**src/rtl/dacfe_pkg.sv**
```systemverilog
package dacfe_pkg;
  localparam int unsigned BUS_N  = 3;
  localparam int unsigned CSN_I  = 0;
  localparam int unsigned SCLK_I = 1;
  localparam int unsigned SDI_I  = 2;

  typedef struct packed {
    logic csn_lvl;
    logic csn_rise;
    logic csn_fall;
    logic sclk_rise;
    logic sdi_lvl;
  } bus_ev_t;
endpackage

```
**src/rtl/dacfe_sync.sv**
```systemverilog
module dacfe_sync #(
  parameter int unsigned N = 3,
  parameter int unsigned STAGES = 2,
  parameter logic [N-1:0] RST_VAL = '0
) (
  input  logic         clk,
  input  logic         rst_n,
  input  logic [N-1:0] pin_i,
  output logic [N-1:0] lvl_o,
  output logic [N-1:0] prv_o
);
  generate
    for (genvar g = 0; g < N; g++) begin : g_bit
      logic [STAGES-1:0] chain;
      logic              prev;
      always_ff @(posedge clk or negedge rst_n) begin
        if (!rst_n) begin
          chain <= {STAGES{RST_VAL[g]}};
          prev  <= RST_VAL[g];
        end else begin
          chain <= {chain[STAGES-2:0], pin_i[g]};
          prev  <= chain[STAGES-1];
        end
      end
      assign lvl_o[g] = chain[STAGES-1];
      assign prv_o[g] = prev;
    end
  endgenerate
endmodule

```
**src/rtl/dacfe_shift.sv**
```systemverilog
module dacfe_shift
  import dacfe_pkg::*;
#(
  parameter int unsigned WIDTH = 12,
  parameter int unsigned CNT_W = 5
) (
  input  logic             clk,
  input  logic             rst_n,
  input  bus_ev_t          ev_i,
  output logic [WIDTH-1:0] sreg_o,
  output logic [CNT_W-1:0] cnt_o,
  output logic             shift_o
);
  localparam logic [CNT_W-1:0] CNT_MAX = {CNT_W{1'b1}};

  logic [WIDTH-1:0] sreg;
  logic [CNT_W-1:0] cnt;
  logic             shift_en;

  assign shift_en = ~ev_i.csn_lvl & ev_i.sclk_rise;

  always_ff @(posedge clk or negedge rst_n) begin
    if (!rst_n) begin
      sreg <= '0;
    end else if (shift_en) begin
      sreg <= {sreg[WIDTH-2:0], ev_i.sdi_lvl};
    end
  end

  always_ff @(posedge clk or negedge rst_n) begin
    if (!rst_n) begin
      cnt <= '0;
    end else if (ev_i.csn_fall) begin
      cnt <= shift_en ? CNT_W'(1) : '0;
    end else if (shift_en && cnt != CNT_MAX) begin
      cnt <= cnt + 1'b1;
    end
  end

  assign sreg_o  = sreg;
  assign cnt_o   = cnt;
  assign shift_o = shift_en;
endmodule

```
**src/rtl/dacfe_hold.sv**
```systemverilog
module dacfe_hold #(
  parameter int unsigned WIDTH = 12,
  parameter int unsigned CNT_W = 5
) (
  input  logic             clk,
  input  logic             rst_n,
  input  logic             load_i,
  input  logic [WIDTH-1:0] sreg_i,
  input  logic [CNT_W-1:0] cnt_i,
  output logic [WIDTH-1:0] code_o,
  output logic             upd_o,
  output logic             short_o
);
  localparam logic [CNT_W-1:0] FULL = CNT_W'(WIDTH);

  always_ff @(posedge clk or negedge rst_n) begin
    if (!rst_n) begin
      code_o  <= '0;
      upd_o   <= 1'b0;
      short_o <= 1'b0;
    end else begin
      upd_o   <= load_i;
      short_o <= load_i && (cnt_i < FULL);
      if (load_i) code_o <= sreg_i;
    end
  end
endmodule

```
**src/rtl/dac_serial_front.sv**
```systemverilog
module dac_serial_front
  import dacfe_pkg::*;
#(
  parameter int unsigned WIDTH = 12,
  parameter int unsigned CNT_W = 5,
  parameter int unsigned SYNC_STAGES = 2
) (
  input  logic             clk,
  input  logic             rst_n,
  input  logic             bus_csn,
  input  logic             bus_sclk,
  input  logic             bus_sdi,
  output logic [WIDTH-1:0] code_o,
  output logic             upd_o,
  output logic             short_o,
  output logic [CNT_W-1:0] bits_o
);
  localparam logic [BUS_N-1:0] IDLE = BUS_N'(1) << CSN_I;

  logic [BUS_N-1:0] pins, lvl, prv;
  bus_ev_t          ev;
  logic [WIDTH-1:0] sreg;
  logic             shift_en;
  logic             csn_lvl, csn_fall, csn_rise;

  always_comb begin
    pins         = '0;
    pins[CSN_I]  = bus_csn;
    pins[SCLK_I] = bus_sclk;
    pins[SDI_I]  = bus_sdi;
  end

  dacfe_sync #(.N(BUS_N), .STAGES(SYNC_STAGES), .RST_VAL(IDLE)) u_sync (
    .clk(clk), .rst_n(rst_n), .pin_i(pins), .lvl_o(lvl), .prv_o(prv)
  );

  assign csn_lvl  = lvl[CSN_I];
  assign csn_rise = lvl[CSN_I] & ~prv[CSN_I];
  assign csn_fall = ~lvl[CSN_I] & prv[CSN_I];

  always_comb begin
    ev.csn_lvl   = csn_lvl;
    ev.csn_rise  = csn_rise;
    ev.csn_fall  = csn_fall;
    ev.sclk_rise = lvl[SCLK_I] & ~prv[SCLK_I];
    ev.sdi_lvl   = lvl[SDI_I];
  end

  dacfe_shift #(.WIDTH(WIDTH), .CNT_W(CNT_W)) u_shift (
    .clk(clk), .rst_n(rst_n), .ev_i(ev),
    .sreg_o(sreg), .cnt_o(bits_o), .shift_o(shift_en)
  );

  dacfe_hold #(.WIDTH(WIDTH), .CNT_W(CNT_W)) u_hold (
    .clk(clk), .rst_n(rst_n), .load_i(csn_rise),
    .sreg_i(sreg), .cnt_i(bits_o),
    .code_o(code_o), .upd_o(upd_o), .short_o(short_o)
  );
endmodule

```
**config.mk**
```make
export PLATFORM = sky130hd
export DESIGN_NAME = dac_serial_front
export DESIGN_NICKNAME = d
export VERILOG_FILES = /design/src/rtl/dacfe_pkg.sv /design/src/rtl/dacfe_sync.sv /design/src/rtl/dacfe_shift.sv /design/src/rtl/dacfe_hold.sv /design/src/rtl/dac_serial_front.sv
export SDC_FILE = /design/constraint.sdc
export NUM_CORES = 1
export LEC_CHECK = 0
export ABC_AREA = 1
export BUFFER_PORTS_ARGS = -buffer_cell sky130_fd_sc_hd__clkbuf_2
export CAP_MARGIN = 20
export CORE_ASPECT_RATIO = 1.25
export CORE_MARGIN = 1
export CORE_UTILIZATION = 59
export DETAILED_ROUTE_END_ITERATION = 6
export PLACE_DENSITY = 0.83
export SLEW_MARGIN = 0
export SYNTH_ARGS = -nofsm -noshare
export SYNTH_HDL_FRONTEND = slang
export SYNTH_SLANG_ARGS = --single-unit
```
**constraint.sdc**
```tcl
create_clock -name clk -period 2.3 [get_ports clk]
set_input_delay 0.345 -clock clk [delete_from_list [all_inputs] [get_ports clk]]
set_output_delay 0.345 -clock clk [all_outputs]
set_load 0.02 [all_outputs]
```
==> flow_summary.toml, run 1 <==
[drt]
wire_per_inst_microns = 11.4
dr_wl_met2_microns = 1100
vias = 1017
drtAntennaViolNets = 0
wl_met3_microns = 136
viasPerCell = 4.91
routed.top_layer = "met4"
drt_iter0_drc = 26
drc_errors = 0
wl_met1_microns = 1080
first_pass_iters = 4
routed_wl_microns = 2350

[synth]
synth_top_family_by_area = "simple AND/OR/NAND/NOR gates"
synth_top_area_cell = "dfrtp_1"
yosysWarnings = 0
ys_ff_latch = 39
syn-num-nets = 154
ys_top_cells_by_area = "dfrtp_1, nand2_1, o21ai_2"
synth_xor_area_share_pct = 0.562
synth_area_per_cell_sq_um = 10.6
synth_edf_count = 0
async_reset_ff_share_pct = 100
synth_compound_area_share_pct = 10.6
synth_ff_type = "dfrtp_1"
synth_top_area_share_pct = 57.8
synth-simple-area-share_pct = 16.9
synth_cell_types = 21
syn_area_sq_um = 1560
syn_inst = 147
ys_top_cells_by_count = "dfrtp_1, nand2_1, inv_1"
synth.area.mux_share_pct = 0
yosysSeqAreaShare_pct = 62.8
synth_adder_area_share_pct = 1.61

[critical_path]
reg2reg_from = "u_shift.cnt_o[0]"
critPathKind = "reg2reg"
worst_setup_path_end_kind = "flip-flop"
critical-path-top-delay-family = "adder cells"
cpPeakStageDelay_ps = 460
worst_ep_arrival_time_ps = 1840
critical_path.max_fanout = 6
r2r_slack_ps = 710
worst_r2r_path_depth = 9
cp_num_cells = 9
required_ps = 2540
r2r_end = "u_shift.cnt_o[3]"
path_cells = "ha_1 > inv_1 > nor2_1 > ha_1 > inv_1 > nand3_2 > nand2_1 > nand2_1 > nor2_1"
cp.buffers_inverters = 2
crit_slowest_cell = "dfrtp_1"
startpoint_type = "flip-flop"

[floorplanning]
die_width_microns = 48.0
num_io_pins = 24
dieArea_sq_um = 2850
start_util_pct = 62.9
die_h_microns = 59.5
core_area_sq_um = 2480
rows = 20

[global_route]
grt_pass1_wl_microns = 4010
grt_start_max_net_pins = 40
grt_pass1_vias = 919
antenna_found_initial = 0
grtUsageTotal_pct = 20.4
overflow = 0

[power]
switching_share_pct = 30.7
combPwrFrac_pct = 18.7
peakVddDrop_uv = 581
clkPwrFrac_pct = 23.0
seqPwrFrac_pct = 58.3
power-per-cell-area_nw_per_um2 = 823
intPower_uw = 985
p_sw_uw = 436
power_leakage_nw = 0.906

[sta]
hold_slack_ps = 80.8
setup_violations = 0
setup-tns-final_ps = 0
worstMarginPinSlew_ps = 904
max_clock_freq_mhz = 628
period_share_pct = 69.3
relSlewSlack_pct = 39.7
skew_ps = 2.19
rsz0062_at_grt = "no"
drv_slew = 0
finalHoldViolCount = 0
min_period_ps = 1590

[cts]
cts_sinks = 39
cts_hold_buf = 0
cts_tree = "done"
cts_setup_buffers = 0
cts_resized = 0
clock_latency_ps = 340
cts_buffers = 5
cts_max_level = 2
cts-root-buf = "clkbuf_4"
clk_pin_slew_ps = 110
cts_buffer_depth = 2

[hold_path]
holdPathStages = 1
hold_end = "u_sync.g_bit[0].chain[0]"
hp-class = "in2reg"
min-delay-start = "bus_csn"

[run]
drv_cap = 0

[placement]
place_area_sq_um = 1680
numPortBuffers = 23
dp_hpwl_microns = 1580
dp_cells = 199
place_congestion = 0.822

[finish]
diodes = 0
area_growth_pct = 10.8
layout.nets = 180
final_util_pct = 69.7
drive_gt1_share_pct = 30.5
instances_no_fill = 207
final_area_sq_um = 1730

[run_status]
outcome = "completed"
registers in the layout, summed over array words and instances (netlist names):
register,count
u_hold.code_o,12
u_hold.short_o,1
u_hold.upd_o,1
u_shift.cnt_o,5
u_shift.sreg_o,12
u_sync.g_bit.chain,6
u_sync.g_bit.prev,2
metal layers:
metal  GRT usage (%)  vias to the layer above
li1                -                      514
met3            7.62                        6
met2            29.3                       36
met1            27.3                      461
met5               0                        -
met4            9.13                        0
worst max-delay path by stage:
| stage | start | to | slack [ps] |
|---|---|---|---|
| after floorplan | u_shift.cnt_o[0] | u_shift.cnt_o[3] | 820 |
| after global placement | u_shift.cnt_o[0] | u_shift.cnt_o[3] | 890 |
| after detailed placement | u_shift.cnt_o[0] | u_shift.cnt_o[3] | 770 |
| after CTS | u_shift.cnt_o[0] | u_shift.cnt_o[3] | 760 |
| after global routing | u_shift.cnt_o[0] | u_shift.cnt_o[3] | 610 |
| final | u_shift.cnt_o[0] | u_shift.cnt_o[3] | 710 |
worst reg2reg max path, cell delays in order (launching register included):
cell     delay [ps]
dfrtp_1         460
ha_1            220
inv_1            60
nor2_1          130
ha_1            260
inv_1            80
nand3_2         120
nand2_1          60
nand2_1          60
nor2_1           50
placed cells by master (no fill, tap or decap), drive strengths merged:
master / synthesis / final
o21ai: 23 / 23
ha: 2 / 2
nor2: 7 / 7
dfrtp: 36 / 36
nand2: 38 / 38
clkinv: 1 / 2
dfstp: 3 / 3
inv: 20 / 20
clkbuf: 0 / 30
xor2: 1 / 1
nor3: 1 / 1
nand3b: 1 / 1
nand3: 9 / 9
a21oi: 1 / 1
per-stage QoR:
step	power [mW]	setup slack [ps]
finish	1.42	707
global route	1.51	614
global placement	1.10	891
floorplan	1.03	821
detailed placement	1.11	773
CTS	1.43	759
power by group through the flow:
stage | logic (mW) | registers [mW] | clock network [mW]
2_1_floorplan | 0.137 | 0.888 | 0
3_3_place_gp | 0.263 | 0.836 | 0
3_5_place_dp | 0.270 | 0.841 | 0
4_1_cts | 0.271 | 0.829 | 0.332
5_1_grt | 0.300 | 0.842 | 0.368
6_report | 0.265 | 0.829 | 0.327
area by class of cell:
cell class	count	area (sq um)
clock buffer	7	45.0
clock inverter	1	5.00
fill	189	749
inverter	21	78.8
multi-input combinational	83	463
sequential	39	980
tap	33	41.3
timing repair buffer	23	115
kinds of logic after synthesis:
kind of cell / Yosys count
fa+ha+maj: 2
simple gates: 56
flops: 39
buf+inv: 25
compound gates: 24
xor+xnor: 1
Power figures use the tool's default switching activity.
==> run 2, diff against run 1 <==
--- a/config.mk
+++ b/config.mk
@@ -10,9 +10,9 @@
 export CAP_MARGIN = 20
 export CORE_ASPECT_RATIO = 1.25
 export CORE_MARGIN = 1
-export CORE_UTILIZATION = 59
+export CORE_UTILIZATION = 54
 export DETAILED_ROUTE_END_ITERATION = 6
-export PLACE_DENSITY = 0.83
+export PLACE_DENSITY = 0.77
 export SLEW_MARGIN = 0
 export SYNTH_ARGS = -nofsm -noshare
 export SYNTH_HDL_FRONTEND = slang
==> constraint.sdc (replaced) <==
create_clock -name clk -period 1.5 [get_ports clk]
set_input_delay 0.225 -clock clk [delete_from_list [all_inputs] [get_ports clk]]
set_output_delay 0.225 -clock clk [all_outputs]
set_load 0.02 [all_outputs]
==> run 2 against run 1 <==
Effect of this change: critical path depth unchanged; utilization down 2.7 points; sequential power up 52%; clock-buffer cell count unchanged; wire length down 0.72%; non-clock buffer count up 8; via count up 2.1%; global-route usage down 2.0 points; cell count up 4.3%.
==> flow_summary.toml, run 2 (synthesis results as in run 1) <==
[run_status]
outcome = "completed"

[cts]
cts_max_level = 2
cts-root-buf = "clkbuf_4"
clock_latency_ps = 350
cts_buffer_depth = 2
clk_pin_slew_ps = 120
cts_sinks = 39
cts_tree = "done"
cts_buffers = 5

[sta]
setup-tns-final_ps = 0
finalHoldViolCount = 0
hold_slack_ps = 356
skew_ps = 12.8
relSlewSlack_pct = 65.3
timing.final.ws_setup_ps = 107
setup_violations = 0
period_share_pct = 92.8
max_clock_freq_mhz = 718
worstMarginPinSlew_ps = 521
drv_slew = 0
min_period_ps = 1390

[finish]
nFillCells = 212
layout.nets = 188
multi_input_area_sq_um = 465
layout_common_cells = "nand2_1, dfrtp_1, clkbuf_2"
instances_no_fill = 216
drive_gt1_share_pct = 31.9
seqCellArea_sq_um = 980
diodes = 0
area_growth_pct = 16.4

[power]
peakVddDrop_uv = 792
power-per-cell-area_nw_per_um2 = 1220
power_leakage_nw = 0.944

[placement]
numPortBuffers = 23
place_congestion = 0.861
dp_slack_ps = 42.7
dp_hpwl_microns = 1580
dp_cells = 203

[critical_path]
worst_ep_arrival_time_ps = 1680
cpPeakStageDelay_ps = 400
critPathKind = "reg2reg"
worst_r2r_path_depth = 9
critical_path.max_fanout = 5
r2r_end = "u_shift.cnt_o[3]"
path_cells = "ha_1 > inv_1 > nor2_1 > ha_2 > inv_1 > nand3_2 > nand2_1 > nand2_1 > nor2_1"
crit_slowest_cell = "dfrtp_1"
r2r_slack_ps = 110
startpoint_type = "flip-flop"
worst_setup_path_end_kind = "flip-flop"
required_ps = 1790
reg2reg_from = "u_shift.cnt_o[0]"

[drt]
drtAntennaViolNets = 0
viasPerCell = 4.81
wire_per_inst_microns = 10.8
drt_iter0_drc = 16
routed_wl_microns = 2330
vias = 1038
drc_errors = 0
first_pass_iters = 4

[floorplanning]
rows = 21
start_util_pct = 57.6
die_h_microns = 62.1
num_io_pins = 24
dieArea_sq_um = 3110
die_width_microns = 50.1
core_area_sq_um = 2710

[global_route]
grtUsageTotal_pct = 18.4
grt_pass1_vias = 940
antenna_found_initial = 0
grt_start_max_net_pins = 27
overflow = 0
grt_pass1_wl_microns = 4010

[hold_path]
hp-class = "in2async"

[run]
drv_cap = 0
==> run 2: timing repair <==
item	in CTS	in global routing
hold endpoints to repair	22	0
setup endpoints to repair	0	5
setup buffers	0	1
resized for setup	0	1
hold buffers	4	0
==> run 2: worst max-delay path, delay by kind of cell (launching register included) <==
family | cells | cell delay [ps]
flip-flops | 1 | 400
adder cells (fa/ha/maj) | 2 | 420
buffers and inverters | 2 | 130
AND/OR/NAND/NOR | 5 | 380
==> run 2: routing by layer <==
| layer | wire, microns | up-vias | global-route usage [%] |
|---|---|---|---|
| met5 | 0 | - | 0 |
| met4 | 73 | 0 | 14.7 |
| met1 | 1070 | 477 | 22.0 |
| met2 | 1100 | 22 | 28.4 |
| met3 | 93 | 8 | 5.11 |
| li1 | - | 531 | - |
==> run 2: power breakdown <==
group	switching [mW]	internal [mW]
clock	0.328	0.183
sequential	0.0704	1.19
combinational	0.278	0.159
==> run 2: worst max-delay path by stage <==
stage / startpoint / end / slack [ps] / depth (start not counted)
final: u_shift.cnt_o[0] / u_shift.cnt_o[3] / 110 / 9
after global routing: u_shift.cnt_o[0] / u_shift.cnt_o[3] / -3 / 9
after CTS: u_shift.cnt_o[1] / u_shift.cnt_o[3] / 20 / 9
after detailed placement: u_shift.cnt_o[1] / u_shift.cnt_o[3] / 40 / 9
after global placement: u_shift.cnt_o[1] / u_shift.cnt_o[3] / 120 / 9
after floorplan: u_shift.cnt_o[0] / u_shift.cnt_o[3] / 20 / 9
==> run 2: stage by stage <==
stage	utilization [%]	power [mW]	instance area, sq um
floorplan	-	1.57	1560
global placement	63.3	1.70	1710
detailed placement	63.3	1.72	1710
CTS	66.7	2.24	1800
global route	67.0	2.34	1810
finish	67.0	2.21	1810
==> run 2: cell type report <==
| class | count | area share, % |
|---|---|---|
| inverter | 21 | 4.34 |
| clock buffer | 7 | 2.48 |
| timing repair buffer | 31 | 10.9 |
| tap | 34 | 2.34 |
| multi-input combinational | 83 | 25.7 |
| sequential | 39 | 54.0 |
| clock inverter | 1 | 0.276 |
==> run 3, diff against run 2 <==
--- a/config.mk
+++ b/config.mk
@@ -6,13 +6,13 @@
 export NUM_CORES = 1
 export LEC_CHECK = 0
 export ABC_AREA = 1
-export BUFFER_PORTS_ARGS = -buffer_cell sky130_fd_sc_hd__clkbuf_2
+export BUFFER_PORTS_ARGS = -buffer_cell sky130_fd_sc_hd__buf_4
 export CAP_MARGIN = 20
 export CORE_ASPECT_RATIO = 1.25
 export CORE_MARGIN = 1
-export CORE_UTILIZATION = 54
+export CORE_UTILIZATION = 35
 export DETAILED_ROUTE_END_ITERATION = 6
-export PLACE_DENSITY = 0.77
+export PLACE_DENSITY = 0.55
 export SLEW_MARGIN = 0
 export SYNTH_ARGS = -nofsm -noshare
 export SYNTH_HDL_FRONTEND = slang
==> run 3 against run 2 <==
Effect of this change: clock skew is 6.3 ps lower; worst setup slack gained 17 ps; largest cell class unchanged; critical endpoint unchanged; wire length up 7.1%; cell area increased by 7.7%; clock-buffer cell count down 1; worst hold slack lost 310 ps; largest power group unchanged; utilization down 20 points; global-route usage shrank 6.3 points; critical path depth unchanged; clock power grew 74%.
==> flow_summary.toml, run 3 (synthesis results as in run 1) <==
[cts]
cts_buffer_depth = 2
cts_sinks = 39
clock_latency_ps = 280
cts-root-buf = "clkbuf_8"
cts_buffers = 5
cts_tree = "done"
clk_pin_slew_ps = 70
cts_max_level = 2

[critical_path]
worst_setup_path_end_kind = "flip-flop"
worst_ep_arrival_time_ps = 1560
critPathKind = "reg2reg"
required_ps = 1680
startpoint_type = "flip-flop"
critical_path.max_fanout = 5

[finish]
instances_no_fill = 237
diodes = 0
drive_gt1_share_pct = 34.8
layout_common_cells = "nand2_1, dfrtp_1, buf_4"
area_growth_pct = 25.4
layout.nets = 187
final_util_pct = 46.9

[sta]
min_period_ps = 1380
setup_violations = 0
relSlewSlack_pct = 67.9
rsz0062_at_grt = "no"
max_clock_freq_mhz = 727
setup-tns-final_ps = 0
finalHoldViolCount = 0
worstMarginPinSlew_ps = 481
skew_ps = 6.46
drv_slew = 0
period_share_pct = 91.7

[global_route]
grt_pass1_wl_microns = 4190
antenna_found_initial = 0
grt_start_max_net_pins = 40
overflow = 0
grt_pass1_vias = 949
grtUsageTotal_pct = 12.1

[drt]
vias = 1031
routed.top_layer = "met4"
viasPerCell = 4.35
drtAntennaViolNets = 0
wire_per_inst_microns = 10.5
routed_wl_microns = 2500
dr_wl_met2_microns = 1170
drc_errors = 0
wl_met1_microns = 1160
drt_iter0_drc = 78
first_pass_iters = 5
wl_met3_microns = 146

[floorplanning]
die_width_microns = 61.7
start_util_pct = 37.4
num_io_pins = 24
rows = 26
die_h_microns = 76.6
dieArea_sq_um = 4730
core_area_sq_um = 4160

[power]
seqPwrFrac_pct = 48.1
power_leakage_nw = 0.989
intPower_mw = 1.93
clkPwrFrac_pct = 33.8
p_sw_uw = 701
switching_share_pct = 26.7
combPwrFrac_pct = 18.1
power-per-cell-area_nw_per_um2 = 1340
peakVddDrop_uv = 1140

[placement]
numPortBuffers = 23
place_congestion = 0.727
dp_cells = 226
dp_hpwl_microns = 1650

[run]
drv_cap = 0

[run_status]
outcome = "completed"

[hold_path]
hp-class = "in2reg"
-- run 3: critical path, cell delays in order (launching register included) --
cell and delay (ps):
dfrtp_1 370, ha_2 200, inv_1 40, nor2_1 100
ha_2 230, inv_1 60, nand3_2 110, nand2_1 60
nand2_1 50, nor2_1 40
-- run 3: cell type report --
class,instances,area [sq um]
Clock buffer,6,82.6
Clock inverter,2,35.0
Fill cell,423,2210
Inverter,21,78.8
Multi-Input combinational cell,83,468
Sequential cell,39,980
Tap cell,56,70.1
Timing Repair Buffer,30,240
-- run 3: power groups by stage --
stage | clock network [mW] | registers (mW) | logic, mW
after floorplan | 0 | 1.36 | 0.210
after global placement | 0 | 1.28 | 0.470
after detailed placement | 0 | 1.29 | 0.476
after CTS | 0.930 | 1.27 | 0.480
after global routing | 0.962 | 1.29 | 0.528
final | 0.887 | 1.26 | 0.476
-- run 3: per-stage QoR --
stage | instance area (sq um) | total power, mW | hold WS, ps | worst slack (ps)
2_1_floorplan | 1560 | 1.57 | -70.6 | 21.3
3_3_place_gp | 1810 | 1.75 | 223 | 114
3_5_place_dp | 1810 | 1.76 | 223 | 28.3
4_1_cts | 1930 | 2.68 | 32.9 | 5.81
5_1_grt | 1950 | 2.78 | 33.6 | 1.68
6_report | 1950 | 2.63 | 48.1 | 125
-- run 3: final timing paths --
check | from | endpoint | slack, ps | cells past startpoint
max | u_shift.cnt_o[1] | u_shift.cnt_o[3] | 120 | 9
min | bus_csn | u_sync.g_bit[0].chain[0] | 50 | 1
max reg2reg | u_shift.cnt_o[1] | u_shift.cnt_o[3] | 120 | 9
min reg2reg | u_sync.g_bit[1].chain[0] | u_sync.g_bit[1].chain[1] | 350 | 0
max in group asynchronous | rst_n | u_sync.g_bit[0].chain[1] | 690 | 2
min in group asynchronous | rst_n | u_shift.cnt_o[0] | 430 | 2
-- run 3: routing by layer --
metal | GRT usage, % | vias up
met1 | 15.9 | 483
met4 | 5.33 | 0
met5 | 0 | -
li1 | - | 523
met3 | 5.43 | 2
met2 | 16.9 | 23
-- run 3: repair_timing --
| item | 4_1_cts | 5_1_grt |
|---|---|---|
| resized for setup | 0 | 2 |
| endpoints found under the setup margin | 0 | 5 |
| hold endpoints to repair | 36 | 0 |
| buffers inserted | 0 | 2 |
| hold buffers | 1 | 0 |
